File: src/rtl/hib_pkg.sv
package hib_pkg;

  localparam int unsigned WORD_W = 32;
  localparam logic [31:0] CRC_POLY = 32'hEDB8_8320;
  localparam logic [31:0] CRC_SEED = 32'hFFFF_FFFF;

  typedef enum logic [2:0] {
    ST_IDLE, ST_SV_SHIFT, ST_SV_WRITE, ST_SV_CRC,
    ST_RS_READ, ST_RS_SHIFT, ST_RS_CHECK, ST_DONE
  } hibState_t;

  // strobes from control to datapath
  typedef struct packed {
    logic start;    // new operation: clear word, seed CRC, clear error
    logic capture;  // store fromChain at current bit position
    logic load;     // load word from memory read data
    logic crcWr;    // fold buffered word into CRC
    logic crcRd;    // fold read data into CRC
    logic clrWord;  // clear word buffer
    logic drive;    // drive buffered bit onto chain input
    logic selCrc;   // write data is final checksum
    logic check;    // compare read data with checksum
  } hibStrobe_t;

  function automatic logic [31:0] crcStep(input logic [31:0] crc, input logic [31:0] data);
    logic [31:0] c;
    c = crc;
    for (int i = 0; i < 32; i++) begin
      c = (c[0] ^ data[i]) ? ((c >> 1) ^ CRC_POLY) : (c >> 1);
    end
    return c;
  endfunction

endpackage

File: src/rtl/hib_dp.sv
module hib_dp
  import hib_pkg::*;
#(
  parameter int unsigned ADDR_W    = 16,
  parameter int unsigned BASE_ADDR = 'h100,
  parameter int unsigned IDX_W     = 3
) (
  input  logic              clk,
  input  logic              rstN,
  input  hibStrobe_t        str,
  input  logic [4:0]        bitPos,
  input  logic [IDX_W-1:0]  wordIdx,
  input  logic              fromChain,
  input  logic [31:0]       memRData,
  output logic              toChain,
  output logic [ADDR_W-1:0] memAddr,
  output logic [31:0]       memWData,
  output logic              crcErr
);

  logic [31:0] wordBuf;
  logic [31:0] crcReg;

  always_ff @(posedge clk or negedge rstN) begin
    if (!rstN) begin
      wordBuf <= '0;
      crcReg  <= CRC_SEED;
      crcErr  <= 1'b0;
    end else if (str.start) begin
      wordBuf <= '0;
      crcReg  <= CRC_SEED;
      crcErr  <= 1'b0;
    end else begin
      if (str.capture) wordBuf[bitPos] <= fromChain;
      if (str.load)    wordBuf <= memRData;
      if (str.clrWord) wordBuf <= '0;
      if (str.crcWr)   crcReg <= crcStep(crcReg, wordBuf);
      if (str.crcRd)   crcReg <= crcStep(crcReg, memRData);
      if (str.check)   crcErr <= (memRData != ~crcReg);
    end
  end

  assign toChain  = str.drive ? wordBuf[bitPos] : 1'b0;
  assign memAddr  = ADDR_W'(BASE_ADDR) + ADDR_W'(wordIdx);
  assign memWData = str.selCrc ? ~crcReg : wordBuf;

endmodule

File: src/rtl/hib_ctrl.sv
module hib_ctrl
  import hib_pkg::*;
#(
  parameter int unsigned CHAIN_LEN = 100,
  parameter int unsigned NWORDS    = 4,
  parameter int unsigned CNT_W     = 7,
  parameter int unsigned IDX_W     = 3
) (
  input  logic             clk,
  input  logic             rstN,
  input  logic             saveReq,
  input  logic             restoreReq,
  input  logic             memReady,
  output hibStrobe_t       str,
  output logic [4:0]       bitPos,
  output logic [IDX_W-1:0] wordIdx,
  output logic             scanEn,
  output logic             shiftEn,
  output logic             memReq,
  output logic             memWrite,
  output logic             ack
);

  hibState_t state, nxt;
  logic [CNT_W-1:0] bitCnt;
  logic lastBit, wordEnd, lastWord;

  assign lastBit  = (bitCnt == CNT_W'(CHAIN_LEN - 1));
  assign wordEnd  = (bitPos == 5'd31) || lastBit;
  assign lastWord = (wordIdx == IDX_W'(NWORDS - 1));
  assign scanEn   = (state != ST_IDLE) && (state != ST_DONE);

  always_comb begin
    nxt      = state;
    str      = '0;
    shiftEn  = 1'b0;
    memReq   = 1'b0;
    memWrite = 1'b0;
    ack      = 1'b0;
    case (state)
      ST_IDLE: begin
        if (saveReq) begin
          str.start = 1'b1;
          nxt = ST_SV_SHIFT;
        end else if (restoreReq) begin
          str.start = 1'b1;
          nxt = ST_RS_READ;
        end
      end
      ST_SV_SHIFT: begin
        shiftEn = 1'b1;
        str.capture = 1'b1;
        if (wordEnd) nxt = ST_SV_WRITE;
      end
      ST_SV_WRITE: begin
        memReq = 1'b1;
        memWrite = 1'b1;
        if (memReady) begin
          str.crcWr = 1'b1;
          str.clrWord = 1'b1;
          nxt = lastWord ? ST_SV_CRC : ST_SV_SHIFT;
        end
      end
      ST_SV_CRC: begin
        memReq = 1'b1;
        memWrite = 1'b1;
        str.selCrc = 1'b1;
        if (memReady) nxt = ST_DONE;
      end
      ST_RS_READ: begin
        memReq = 1'b1;
        if (memReady) begin
          str.load = 1'b1;
          str.crcRd = 1'b1;
          nxt = ST_RS_SHIFT;
        end
      end
      ST_RS_SHIFT: begin
        shiftEn = 1'b1;
        str.drive = 1'b1;
        if (wordEnd) nxt = lastWord ? ST_RS_CHECK : ST_RS_READ;
      end
      ST_RS_CHECK: begin
        memReq = 1'b1;
        if (memReady) begin
          str.check = 1'b1;
          nxt = ST_DONE;
        end
      end
      ST_DONE: begin
        ack = 1'b1;
        if (!saveReq && !restoreReq) nxt = ST_IDLE;
      end
      default: nxt = ST_IDLE;
    endcase
  end

  always_ff @(posedge clk or negedge rstN) begin
    if (!rstN) begin
      state   <= ST_IDLE;
      bitCnt  <= '0;
      bitPos  <= '0;
      wordIdx <= '0;
    end else begin
      state <= nxt;
      if (str.start) begin
        bitCnt  <= '0;
        bitPos  <= '0;
        wordIdx <= '0;
      end else begin
        if (shiftEn) begin
          bitCnt <= bitCnt + 1'b1;
          bitPos <= bitPos + 5'd1;
        end
        if ((state == ST_SV_WRITE && memReady) || (state == ST_RS_SHIFT && wordEnd))
          wordIdx <= wordIdx + 1'b1;
      end
    end
  end

endmodule

File: src/rtl/scan_hibernate_ctrl.sv
module scan_hibernate_ctrl
  import hib_pkg::*;
#(
  parameter int unsigned CHAIN_LEN = 100,
  parameter int unsigned ADDR_W    = 16,
  parameter int unsigned BASE_ADDR = 'h100
) (
  input  logic              clk,
  input  logic              rstN,
  input  logic              saveReq,
  input  logic              restoreReq,
  output logic              ack,
  output logic              scanEn,
  output logic              shiftEn,
  output logic              toChain,
  input  logic              fromChain,
  output logic              memReq,
  output logic              memWrite,
  output logic [ADDR_W-1:0] memAddr,
  output logic [31:0]       memWData,
  input  logic [31:0]       memRData,
  input  logic              memReady,
  output logic              crcErr
);

  localparam int unsigned NWORDS = (CHAIN_LEN + WORD_W - 1) / WORD_W;
  localparam int unsigned CNT_W  = $clog2(CHAIN_LEN + 1);
  localparam int unsigned IDX_W  = $clog2(NWORDS + 2);

  hibStrobe_t       str;
  logic [4:0]       bitPos;
  logic [IDX_W-1:0] wordIdx;

  hib_ctrl #(
    .CHAIN_LEN(CHAIN_LEN), .NWORDS(NWORDS), .CNT_W(CNT_W), .IDX_W(IDX_W)
  ) u_ctrl (
    .clk(clk), .rstN(rstN), .saveReq(saveReq), .restoreReq(restoreReq),
    .memReady(memReady), .str(str), .bitPos(bitPos), .wordIdx(wordIdx),
    .scanEn(scanEn), .shiftEn(shiftEn), .memReq(memReq), .memWrite(memWrite),
    .ack(ack)
  );

  hib_dp #(
    .ADDR_W(ADDR_W), .BASE_ADDR(BASE_ADDR), .IDX_W(IDX_W)
  ) u_dp (
    .clk(clk), .rstN(rstN), .str(str), .bitPos(bitPos), .wordIdx(wordIdx),
    .fromChain(fromChain), .memRData(memRData), .toChain(toChain),
    .memAddr(memAddr), .memWData(memWData), .crcErr(crcErr)
  );

endmodule

File: config.mk
export PLATFORM = sky130hd
export DESIGN_NAME = scan_hibernate_ctrl
export DESIGN_NICKNAME = d
export VERILOG_FILES = /design/src/rtl/hib_pkg.sv /design/src/rtl/hib_dp.sv /design/src/rtl/hib_ctrl.sv /design/src/rtl/scan_hibernate_ctrl.sv
export SDC_FILE = /design/constraint.sdc
export NUM_CORES = 1
export LEC_CHECK = 0
export BUFFER_PORTS_ARGS = -buffer_cell sky130_fd_sc_hd__buf_2
export CAP_MARGIN = 25
export CORE_MARGIN = 10
export CORE_UTILIZATION = 57
export CTS_CLUSTER_DIAMETER = 80
export CTS_CLUSTER_SIZE = 14
export DETAILED_ROUTE_END_ITERATION = 8
export PLACE_DENSITY = 0.79
export SLEW_MARGIN = 40
export SYNTH_ARGS = -nofsm -noshare
export SYNTH_HDL_FRONTEND = slang
export SYNTH_HIERARCHICAL = 1
export SYNTH_SLANG_ARGS = --single-unit
File: constraint.sdc
create_clock -name clk -period 3.68 [get_ports clk]
set_input_delay 0.368 -clock clk [delete_from_list [all_inputs] [get_ports clk]]
set_output_delay 0.368 -clock clk [all_outputs]
set_load 0.05 [all_outputs]
==> results.sh <==
export IMPL_status="finished, violations left"
export IMPL_failed_checks="negative setup slack"
export IMPL_grt_pass1_wl_um=61880
export IMPL_setup_ws_ns=-0.4354
export IMPL_synth_edf_count=0
export IMPL_cp_slowest_stage_delay_ns=0.57
export IMPL_skew_ns=0.008061
export IMPL_finalHoldViolations=0
export IMPL_vias_per_cell=6.295
export IMPL_crit_arrival_ns=4.37
export IMPL_drc_errors=0
export IMPL_syn_cell_area_sq_um=11610
export IMPL_die_x_um=162.7
export IMPL_synth_top_area_frac=0.2354
export IMPL_synth_seq_cells=83
export IMPL_finalCritPeriodShare=1.118
export IMPL_holdWs_ns=0.05606
export IMPL_worstPathCellList="buf_12, xor2_4, xnor3_2, buf_4, xnor3_2, xnor3_1, xnor3_2, xnor2_2, xnor2_1, xnor2_1, a211o_1, o211ai_1"
export IMPL_async_reset_ff_frac=1.000
export IMPL_hp_class="input port to asynchronous set/reset pin"
export IMPL_dieArea_sq_um=26480
export IMPL_antenna_found_initial=2
export IMPL_clockBufferDepth=2
export IMPL_critical_path_required_ns=3.93
export IMPL_core_sq_um=20100
export IMPL_yosysWarnings=6
export IMPL_start_kind="register"
export IMPL_grt_pass1_vias=10210
export IMPL_die_height_um=162.7
export IMPL_synth_flop_cell="dfrtp_1"
export IMPL_clkSinkCount=83
export IMPL_finalSetupTns_ns=-6.191
export IMPL_critical_path_buf_inv_count=2
export IMPL_synthTopCellsByArea="xnor2_1 24%, xnor3_1 13%, dfrtp_1 11%"
export IMPL_detail_route_wl_per_cell_um=28.09
export IMPL_clock_fmax_mhz=243.0
export IMPL_area_delta_synth_final_pct=40.11
export IMPL_pin_count=93
export IMPL_wl_um=48400
export IMPL_vias=10850
export IMPL_ff2ff_setup_slack_ns=-0.44
export IMPL_synth_seq_area_share=0.1823
export IMPL_cpMostUsedCell="xnor3_2"
export IMPL_cts_htree_levels=3
export IMPL_firstDrtPassIters=7
export IMPL_slew_viol_final=0
export IMPL_grt_max_degree=51
export IMPL_rsz0062_at_grt="true"
export IMPL_netlist_instances=1101
export IMPL_insertion_delay_ns=0.35
export IMPL_maxSlewHeadroom=0.3818
export IMPL_worst_slew_pin_slew_ns=0.9239
export IMPL_synthTopCellsByCount="312 x xnor2_1, 86 x xor2_1, 68 x xnor3_1"
export IMPL_worstSetupPathType="register to register"
export IMPL_initial_utilization=0.5775
export IMPL_nets=1491
export IMPL_avgSynthCellArea_sq_um=10.54
export IMPL_max_cap_violations=0
export IMPL_tritoncts="built"
export IMPL_postRouteAntennaNets=0
export IMPL_gr_usage_all_layers=0.3083
export IMPL_crit_fanout=4
export IMPL_globalRouteOverflowTotal=0
export IMPL_path_delay_family="XOR/XNOR gates"
export IMPL_clkTransAtPathRegs_ns=0.07
export IMPL_place_detailed_hpwl_um=32020
export IMPL_layout_min_cycle_time_ns=4.115
export IMPL_rows=52
export IMPL_gp_congestion=0.9993
export IMPL_synth_most_common_cell="xnor2_1"
export IMPL_cts_root_buf="clkbuf_16"
export IMPL_yosysTopAreaCell="xnor2_1"
export IMPL_cts_made_buffers=9
export IMPL_first_iter_violations=1627
export IMPL_placement_io_buffers=79
export IMPL_drive_above_1_share=0.4452
export IMPL_crit_path_top_delay_cell="dfstp_2"
export IMPL_setup_viol=30
export IMPL_yosysUniqueCellTypes=61
export IMPL_endpoint_kind="register"
## registers in the layout, indices dropped and copies added, names as in the netlist
| name | cells |
|---|---|
| u_dp/crcReg | 32 |
| u_dp/wordBuf | 32 |
| u_ctrl/wordIdx | 3 |
| u_ctrl/bitPos | 5 |
| u_ctrl/state | 3 |
| u_ctrl/bitCnt | 7 |
| u_dp/crcErr | 1 |
## layer usage
layer	share of wire	routed length [um]	global-route usage
met5	0	0	0
met4	0.087	4231	0.1607
met1	0.34	16600	0.3944
met2	0.45	21670	0.4892
met3	0.12	5901	0.05612
## cell families (layout without fill, tap and decap cells)
kind of cell	Yosys count	in the layout	share of synthesized area
other cells	2	15	0.0006469
buf+inv	108	447	0.04192
fa+ha+maj	7	7	0.007544
simple gates	149	149	0.06046
compound gates	170	170	0.1029
mux	46	46	0.04860
xor+xnor	536	536	0.5556
flops	83	83	0.1823
## per-stage QoR
stage | cell area, sq um | instances | util | setup WS (ns)
2_1_floorplan | 11950 | 1112 | - | -0.04976
3_3_place_gp | 14100 | 1619 | 0.7012 | -0.1239
3_5_place_dp | 14100 | 1619 | 0.7012 | -0.1484
4_1_cts | 15160 | 1675 | 0.7542 | -0.08092
5_1_grt | 16270 | 1723 | 0.8091 | -0.4375
6_report | 16270 | 1723 | 0.8091 | -0.4354
## layout make-up
type | instances | area, sq um
antenna | 2 | 5.005
clock buffer | 9 | 225.2
clock inverter | 7 | 98.84
fill | 1080 | 3837
inverter | 41 | 155.1
multi-input combinational | 921 | 10280
sequential | 83 | 2118
tap | 270 | 337.8
timing repair buffer | 390 | 3048
## cell usage in the layout (no fill, tap or decap), types with 15 or more instances in the layout
cell | synthesis | routed
buf_4 | 20 | 263
xnor2_1 | 312 | 241
buf_2 | 5 | 78
xnor2_2 | 29 | 71
xor2_1 | 86 | 64
a21oi_1 | 60 | 59
nor2_1 | 53 | 52
dfrtp_1 | 51 | 50
xnor3_1 | 68 | 45
nand2_1 | 40 | 40
inv_1 | 40 | 39
xnor2_4 | 7 | 36
xnor3_2 | 13 | 36
mux2i_1 | 35 | 35
a211o_1 | 35 | 35
buf_6 | 0 | 34
dfstp_2 | 32 | 32
a22oi_1 | 25 | 25
xor2_4 | 5 | 18
xor2_2 | 8 | 17
buf_12 | 0 | 15
## what timing repair did
item	4_1_cts	5_1_grt
hold buffers	0	0
gates cloned	0	0
gates resized for setup	52	108
pin swaps	44	57
endpoints found under the setup margin	25	32
buffers inserted	41	50
## worst paths after layout
path                                      to              start  cells after the start
max                           u_dp/crcReg[4]     u_dp/crcReg[3]                     12
min                          u_ctrl/state[2]               rstN                      1
max reg2reg                   u_dp/crcReg[4]     u_dp/crcReg[3]                     12
min reg2reg                u_ctrl/wordIdx[2]  u_ctrl/wordIdx[2]                      1
max in group asynchronous    u_dp/crcReg[19]               rstN                      2
min in group clk            u_dp/wordBuf[20]       memRData[20]                      3
Power is not shown: default switching activity piles up to over one toggle a cycle in this logic, so the estimate is an artifact.
